[src/rtl/pix_prio_mux_pkg.sv]
package pix_prio_mux_pkg;

    typedef enum logic {
        HIT_CLEAR = 1'b0,
        HIT_SEEN  = 1'b1
    } hit_state_e;

    // Transparent indices keep only the palette select bits.
    function automatic logic [4:0] mirror_mask(input logic [4:0] idx);
        return (idx[1:0] == 2'b00) ? (idx & 5'h0C) : idx;
    endfunction

endpackage

[src/rtl/pm_layer_gate.sv]
module pm_layer_gate #(
    parameter int DOT_W     = 9,
    parameter int DATA_W    = 4,
    parameter int CLIP_DOTS = 8
) (
    input  logic              en,
    input  logic              clip,
    input  logic [DOT_W-1:0]  dot,
    input  logic [DATA_W-1:0] data_in,
    output logic [DATA_W-1:0] data_out
);
    localparam logic [DOT_W-1:0] CLIP_LIM = DOT_W'(CLIP_DOTS);

    logic hidden;

    always_comb begin
        hidden   = !en || (clip && (dot < CLIP_LIM));
        data_out = hidden ? '0 : data_in;
    end
endmodule

[src/rtl/pm_resolve.sv]
module pm_resolve
    import pix_prio_mux_pkg::*;
#(
    parameter int CODE_W = 4
) (
    input  logic [CODE_W-1:0] bg_code,
    input  logic [CODE_W-1:0] spr_code,
    input  logic              spr_front,
    output logic [CODE_W:0]   idx,
    output logic              both_opaque
);
    logic bg_opaque;
    logic spr_opaque;
    logic [CODE_W:0] pick;

    always_comb begin
        bg_opaque   = (bg_code[1:0] != 2'b00);
        spr_opaque  = (spr_code[1:0] != 2'b00);
        both_opaque = bg_opaque && spr_opaque;
        if (!bg_opaque)
            pick = {1'b1, spr_code};
        else if (!spr_opaque)
            pick = {1'b0, bg_code};
        else if (spr_front)
            pick = {1'b1, spr_code};
        else
            pick = {1'b0, bg_code};
        idx = mirror_mask(pick);
    end
endmodule

[src/rtl/pm_hit_fsm.sv]
module pm_hit_fsm
    import pix_prio_mux_pkg::*;
(
    input  logic clk,
    input  logic rst,
    input  logic collide,
    input  logic restart,
    output logic hit
);
    hit_state_e state_q, state_d;

    always_ff @(posedge clk) begin
        if (rst)
            state_q <= HIT_CLEAR;
        else
            state_q <= state_d;
    end

    always_comb begin
        state_d = state_q;
        unique case (state_q)
            HIT_CLEAR: if (collide) state_d = HIT_SEEN;   // COLLIDE
            HIT_SEEN:  if (restart) state_d = HIT_CLEAR;  // FRAME_RESTART
            default:   state_d = HIT_CLEAR;
        endcase
    end

    assign hit = (state_q == HIT_SEEN);
endmodule

[src/rtl/pix_prio_mux.sv]
module pix_prio_mux
    import pix_prio_mux_pkg::*;
#(
    parameter int DOT_W       = 9,
    parameter int LINE_W      = 9,
    parameter int CODE_W      = 4,
    parameter int VRAM_W      = 14,
    parameter int VIS_DOTS    = 256,
    parameter int VIS_LINES   = 240,
    parameter int CLIP_DOTS   = 8,
    parameter int HIT_DOT_END = 255,
    parameter int PRE_LINE    = 261
) (
    input  logic              clk,
    input  logic              rst,
    input  logic [DOT_W-1:0]  dot,
    input  logic [LINE_W-1:0] line,
    input  logic              bg_en,
    input  logic              spr_en,
    input  logic              bg_clip,
    input  logic              spr_clip,
    input  logic [CODE_W-1:0] bg_code,
    input  logic [CODE_W-1:0] spr_code,
    input  logic              spr_front,
    input  logic              spr_zero,
    input  logic [VRAM_W-1:0] vram_addr,
    output logic [CODE_W:0]   pal_idx,
    output logic              hit_flag
);
    localparam int SPR_W = CODE_W + 2;
    localparam logic [DOT_W-1:0]  DOT_LIM  = DOT_W'(VIS_DOTS);
    localparam logic [DOT_W-1:0]  HIT_LIM  = DOT_W'(HIT_DOT_END);
    localparam logic [LINE_W-1:0] LINE_LIM = LINE_W'(VIS_LINES);
    localparam logic [LINE_W-1:0] PRE_LN   = LINE_W'(PRE_LINE);

    logic [CODE_W-1:0] bg_g;
    logic [SPR_W-1:0]  spr_g;
    logic [CODE_W:0]   mixed_idx;
    logic [CODE_W:0]   forced_idx;
    logic [CODE_W:0]   idx_d;
    logic              both_opaque;
    logic              visible;
    logic              render_on;
    logic              collide;
    logic              restart;
    logic              unused_vram;

    pm_layer_gate #(.DOT_W(DOT_W), .DATA_W(CODE_W), .CLIP_DOTS(CLIP_DOTS)) u_bg_gate (
        .en(bg_en), .clip(bg_clip), .dot(dot),
        .data_in(bg_code), .data_out(bg_g)
    );

    pm_layer_gate #(.DOT_W(DOT_W), .DATA_W(SPR_W), .CLIP_DOTS(CLIP_DOTS)) u_spr_gate (
        .en(spr_en), .clip(spr_clip), .dot(dot),
        .data_in({spr_zero, spr_front, spr_code}), .data_out(spr_g)
    );

    pm_resolve #(.CODE_W(CODE_W)) u_resolve (
        .bg_code(bg_g), .spr_code(spr_g[CODE_W-1:0]), .spr_front(spr_g[CODE_W]),
        .idx(mixed_idx), .both_opaque(both_opaque)
    );

    assign unused_vram = ^vram_addr[7:5];

    always_comb begin
        visible   = (line < LINE_LIM) && (dot < DOT_LIM);
        render_on = bg_en || spr_en;
        collide   = visible && render_on && both_opaque && spr_g[CODE_W+1] && (dot < HIT_LIM);
        restart   = (line == PRE_LN) && (dot == '0);

        if (vram_addr[VRAM_W-1:8] == '1)
            forced_idx = mirror_mask(vram_addr[4:0]);
        else
            forced_idx = '0;

        if (!visible)
            idx_d = '0;
        else if (render_on)
            idx_d = mixed_idx;
        else
            idx_d = forced_idx;
    end

    always_ff @(posedge clk) begin
        if (rst)
            pal_idx <= '0;
        else
            pal_idx <= idx_d;
    end

    pm_hit_fsm u_hit (
        .clk(clk), .rst(rst), .collide(collide), .restart(restart), .hit(hit_flag)
    );
endmodule

[config.mk]
export PLATFORM = sky130hd
export DESIGN_NAME = pix_prio_mux
export DESIGN_NICKNAME = d
export VERILOG_FILES = /design/src/rtl/pix_prio_mux_pkg.sv /design/src/rtl/pm_layer_gate.sv /design/src/rtl/pm_resolve.sv /design/src/rtl/pm_hit_fsm.sv /design/src/rtl/pix_prio_mux.sv
export SDC_FILE = /design/constraint.sdc
export NUM_CORES = 1
export LEC_CHECK = 0
export BUFFER_PORTS_ARGS = -buffer_cell sky130_fd_sc_hd__buf_2
export CORE_UTILIZATION = 32
export CTS_CLUSTER_SIZE = 12
export DETAILED_ROUTE_END_ITERATION = 10
export GPL_ROUTABILITY_DRIVEN = 0
export PLACE_DENSITY = 0.77
export SLEW_MARGIN = 0
export SYNTH_ARGS = -nofsm -noshare
export SYNTH_HDL_FRONTEND = slang
export SYNTH_SLANG_ARGS = --single-unit
[constraint.sdc]
create_clock -name clk -period 1.9 [get_ports clk]
set_input_delay 0.095 -clock clk [delete_from_list [all_inputs] [get_ports clk]]
set_output_delay 0.095 -clock clk [all_outputs]
set_load 0.02 [all_outputs]
# After elaboration in Yosys (flattened, before gate mapping)

Index checks and enable logic that the tools add are counted.

$lt $le $gt $ge: 4
Equality and inequality tests: 2
Muxes and demuxes: 12
Bitwise logic cells: 2
Reduce and logical (&&, ||, !) cells: 20

Operator list:

| kind                 | number |
|---|---|
| $mux W5              | 7 |
| $lt A9 B8 Y1 const B | 2 |
| $eq A9 B9 Y1 const B | 1 |
| $logic_and A1 B1 Y1  | 9 |
| $logic_not A9 Y1     | 1 |
| $lt A9 B4 Y1 const B | 1 |
| $lt A9 B9 Y1 const B | 1 |
| $eq A6 B6 Y1 const B | 1 |
| $mux W6              | 1 |
| $logic_not A2 Y1     | 2 |
| $mux W4              | 1 |
| $reduce_bool A2 Y1   | 2 |
| $logic_or A1 B1 Y1   | 3 |
| $logic_not A1 Y1     | 2 |
| $mux W1              | 2 |
| $not A1 Y1           | 2 |
| $pmux W1 S2          | 1 |
| $reduce_or A2 Y1     | 1 |

Register bits: 6
Bits of input ports: 48
Output and inout port bits: 6
Logic and storage cells: 42

# Logic depth before layout (Yosys ltp)

Depth in word-level cells: 11
Depth in mapped cells: 4
Mapped depth without buffers: 4

# Hierarchy

A second synthesis with hierarchy kept.

Cells, all modules: 83
Area, all modules: 615.6 um^2

Modules (own cells, without submodules):

| module                      | instances | cells an instance | area an instance (um^2) | seq. area each (um^2) |
|---|---|---|---|---|
| pix_prio_mux                | 1         | 39                | 309.0                   | 100.1 |
| pm_resolve                  | 1         | 16                | 107.6                   | 0.0 |
| pm_layer_gate at u_spr_gate | 1         | 14                | 86.3                    | 0.0 |
| pm_layer_gate at u_bg_gate  | 1         | 10                | 63.8                    | 0.0 |
| pm_hit_fsm                  | 1         | 4                 | 48.8                    | 20.0 |

# Least setup slack after synthesis

No wires, ideal clock.

Path type: reg2reg
Start point: register u_hit.state_q, in the netlist u_hit.hit
End point: register u_hit.state_q, in the netlist u_hit.hit
Setup time: 92 ps
Arrival: 1438 ps
Data required time: 1808 ps
Setup slack: 370 ps
Stages on the path, launching flop included: 4
Buffers on the path: 0
Clock period less this slack: 1530 ps
Path through: dfxtp_1 or4b_1 or4_1 o32ai_1

Word-level cells in the longest chain between the ends: 2

RTL lines:

| what                   | line             | RTL |
|---|---|---|
| from (decl)            | pm_hit_fsm.sv:10 | `hit_state_e state_q, state_d;` |
| from (signal assigned) | pm_hit_fsm.sv:16 | `state_q <= state_d;` |
| $not A1 Y1             | pm_hit_fsm.sv:21 | `unique case (state_q)` |
| $pmux W1 S2 (*)        | pm_hit_fsm.sv:21 |  |

Every way passes the cells marked *; elsewhere a longest branch is shown, timed or not.
A chain may end at the register's enable or synchronous reset.

# Worst setup path in the final report

Ends and elaborated chain as after synthesis.

==> out/metrics.cfg <==
[status]
status = finished clean

[global_route]
grt_pass1_wl_um = 2530
grt_pass1_vias = 631
antenna_found_initial = 0
grt_overflow = 0
grt_start_max_net_pins = 7
grt_usage_pct = 22.7

[cts]
postCtsSetupRepairBufs = 0
cts.path.max_buffers = 2
cts.clk_slew.worst_paths_ns = 0.05
root_buffer = clkbuf_4
clock_sinks = 6
cts_made_buffers = 3
ctsResizeCount = 0
clkLatencyLatePin_ns = 0.24
cts-hold-fix-buffers = 0
h-tree-depth = 1
cts_tree = yes

[pwr]
p_per_area_mw_per_mm2 = 457
internal_power_w = 0.000253
switchingPower_w = 0.000101
p_sw_share_pct = 28.5
pwr-share-clk_pct = 35.0
vdd_drop_max_uv = 144
p_comb_share_pct = 28.4
p_seq_share_pct = 36.6
leakage_nw = 0.366

[sta]
slew-limit-headroom_pct = 73.6
fin_ws_ns = 0.379
fmax_mhz = 657
post-route-min-period_ns = 1.52
slew_viol_final = 0
finalHoldViolCount = 0
fin_setup_tns_ns = 0
finalSetupViolCount = 0
post-route-period-util_pct = 80.1
worst_pin_slew_ns = 0.392
rsz0062_at_grt = false
clock_skew_ns = 0

[floorplanning]
die_area_mm2 = 0.00164
rows = 13
die_h_um = 40.5
fp.coreArea_mm2 = 0.00133
die_w_um = 40.5
io_pins = 54
start_util_pct = 35.6

[setup_path]
r2r-start = u_hit.hit$_SDFF_PP0_
cp.required_ns = 2.05
worstPathArrival_ns = 1.67
cp_max_fo = 3
worstReg2RegEnd = u_hit.hit$_SDFF_PP0_
setup.worst_path.class = flop to flop
rrSetupSlack_ns = 0.38
startpoint_type = flop
critPathCaptureType = flop
reg2reg_depth = 3

[synthesis]
yosysUniqueCellTypes = 28
yosysWarnings = 0
syn_area_um2 = 475
synthesis.nets = 109
syn_avg_cell_area_um2 = 7.79
synth_seq_cells = 6
ys_seq_area_share_pct = 25.3
syn_inst = 61

[route]
num_vias = 705
top_layer_used = met3
drtAntennaViolNets = 0
wirelength_met1_um = 698
vias_per_cell = 5.42
wl_met2_um = 856
dr_wl_met3_um = 73
drt-total-wl_um = 1630
drc = 0
first_pass_iters = 4
drtIter0Drc = 23
wl_per_cell_um = 12.5

[flow_run]
maxCapViolations = 0

[min_path]
hold-path-cell-count = 2
worstHoldStart = rst
hold_class = input pin to flop
whs_endpoint = u_hit.hit$_SDFF_PP0_

[placement]
dpl.hpwl_um = 1310
pre_cts_ws_ns = 0.313
portBuffers = 50

[cells_and_area]
fin_nets = 165
area_delta_synth_final_pct = 62.9
drive_gt1_share_pct = 52.2
final_common_cell = buf_2
antenna_cells = 0
layout_common_cells = buf_2, dfxtp_1, inv_1, nand4_1, nand2_1

[power groups by stage]
| stage | registers [W] | clock network, W | logic (W) |
|---|---|---|---|
| 2_1_floorplan | 0.000136 | 0 | 0.0000337 |
| 5_1_grt | 0.000130 | 0.000130 | 0.000111 |
| 3_5_place_dp | 0.000132 | 0 | 0.0000994 |
| 3_3_place_gp | 0.000132 | 0 | 0.0000969 |
| 6_report | 0.000130 | 0.000124 | 0.000101 |
| 4_1_cts | 0.000130 | 0.000125 | 0.000100 |
[kinds of logic (layout without fill, tap and decap cells)]
family | Yosys count | in the layout | share of synthesized area, %
AOI/OAI and AO/OA | 20 | 20 | 32.4
and+or+nand+nor | 30 | 30 | 38.4
buffers and inverters | 5 | 59 | 3.95
DFF | 6 | 6 | 25.3
[registers in the layout, indices dropped and copies added, names as in the netlist]
signal / count
pal_idx: 5
u_hit.hit: 1
[worst max-delay path by stage]
stage	start	endpoint	slack, ns	depth (start not counted)
floorplan	u_hit.hit$_SDFF_PP0_	u_hit.hit$_SDFF_PP0_	0.37	3
global placement	dot[7]	pal_idx[4]$_SDFF_PP0_	0.36	5
detailed placement	dot[7]	pal_idx[4]$_SDFF_PP0_	0.31	5
CTS	u_hit.hit$_SDFF_PP0_	u_hit.hit$_SDFF_PP0_	0.39	3
global route	u_hit.hit$_SDFF_PP0_	u_hit.hit$_SDFF_PP0_	0.32	3
finish	u_hit.hit$_SDFF_PP0_	u_hit.hit$_SDFF_PP0_	0.38	3
[layout make-up]
type                            count  area [µm²]
Fill cell                         127         559
Multi-Input combinational cell     50         337
Timing Repair Buffer               51         258
Sequential cell                     6         120
Clock buffer                        3        22.5
Inverter                            5        18.8
Tap cell                           15        18.8
[synth_stat cells]
library cell / number / area (µm²)
or4_1: 1 / 7.51
o311ai_0: 3 / 26.3
o21a_2: 1 / 8.76
or3b_2: 2 / 17.5
o21ai_0: 2 / 10.0
o211a_1: 1 / 10.0
a21oi_1: 3 / 15.0
or4b_1: 1 / 10.0
nor2_1: 3 / 11.3
a32oi_1: 2 / 17.5
a311o_1: 2 / 20.0
nand3_1: 4 / 20.0
dfxtp_1: 6 / 120
o32ai_1: 1 / 8.76
nand4_1: 5 / 31.3
inv_1: 5 / 18.8
o21ai_2: 1 / 8.76
a31oi_1: 1 / 6.26
and2_1: 1 / 6.26
nand2_1: 5 / 18.8
or4_4: 1 / 11.3
nor4bb_1: 1 / 10.0
or2_2: 1 / 6.26
nor3_1: 1 / 5.00
o211ai_1: 2 / 15.0
nor4b_1: 1 / 8.76
o21a_1: 1 / 7.51
nor4_1: 3 / 18.8
[layer usage]
metal,vias to the layer above,global-route usage (%)
li1,366,-
met1,315,27.5
met2,24,39.7
met3,0,3.33
met4,0,8.33
met5,-,0
[metrics by stage]
stage	util (%)	hold slack (ns)	total power, W	instance area [µm²]	cells
5_1_grt	58.1	0.0877	0.000371	774	130
3_5_place_dp	56.4	0.331	0.000232	752	127
2_1_floorplan	-	0.215	0.000170	475	61
3_3_place_gp	56.4	0.322	0.000229	752	127
6_report	58.1	0.0788	0.000354	774	130
4_1_cts	58.1	0.0748	0.000355	774	130
[worst max-delay path: stages, from the launching register on]
cell	delay, ns
dfxtp_1	0.33
or4b_1	0.51
or4_1	0.47
o32ai_1	0.13
Power figures use the tool's default switching activity.
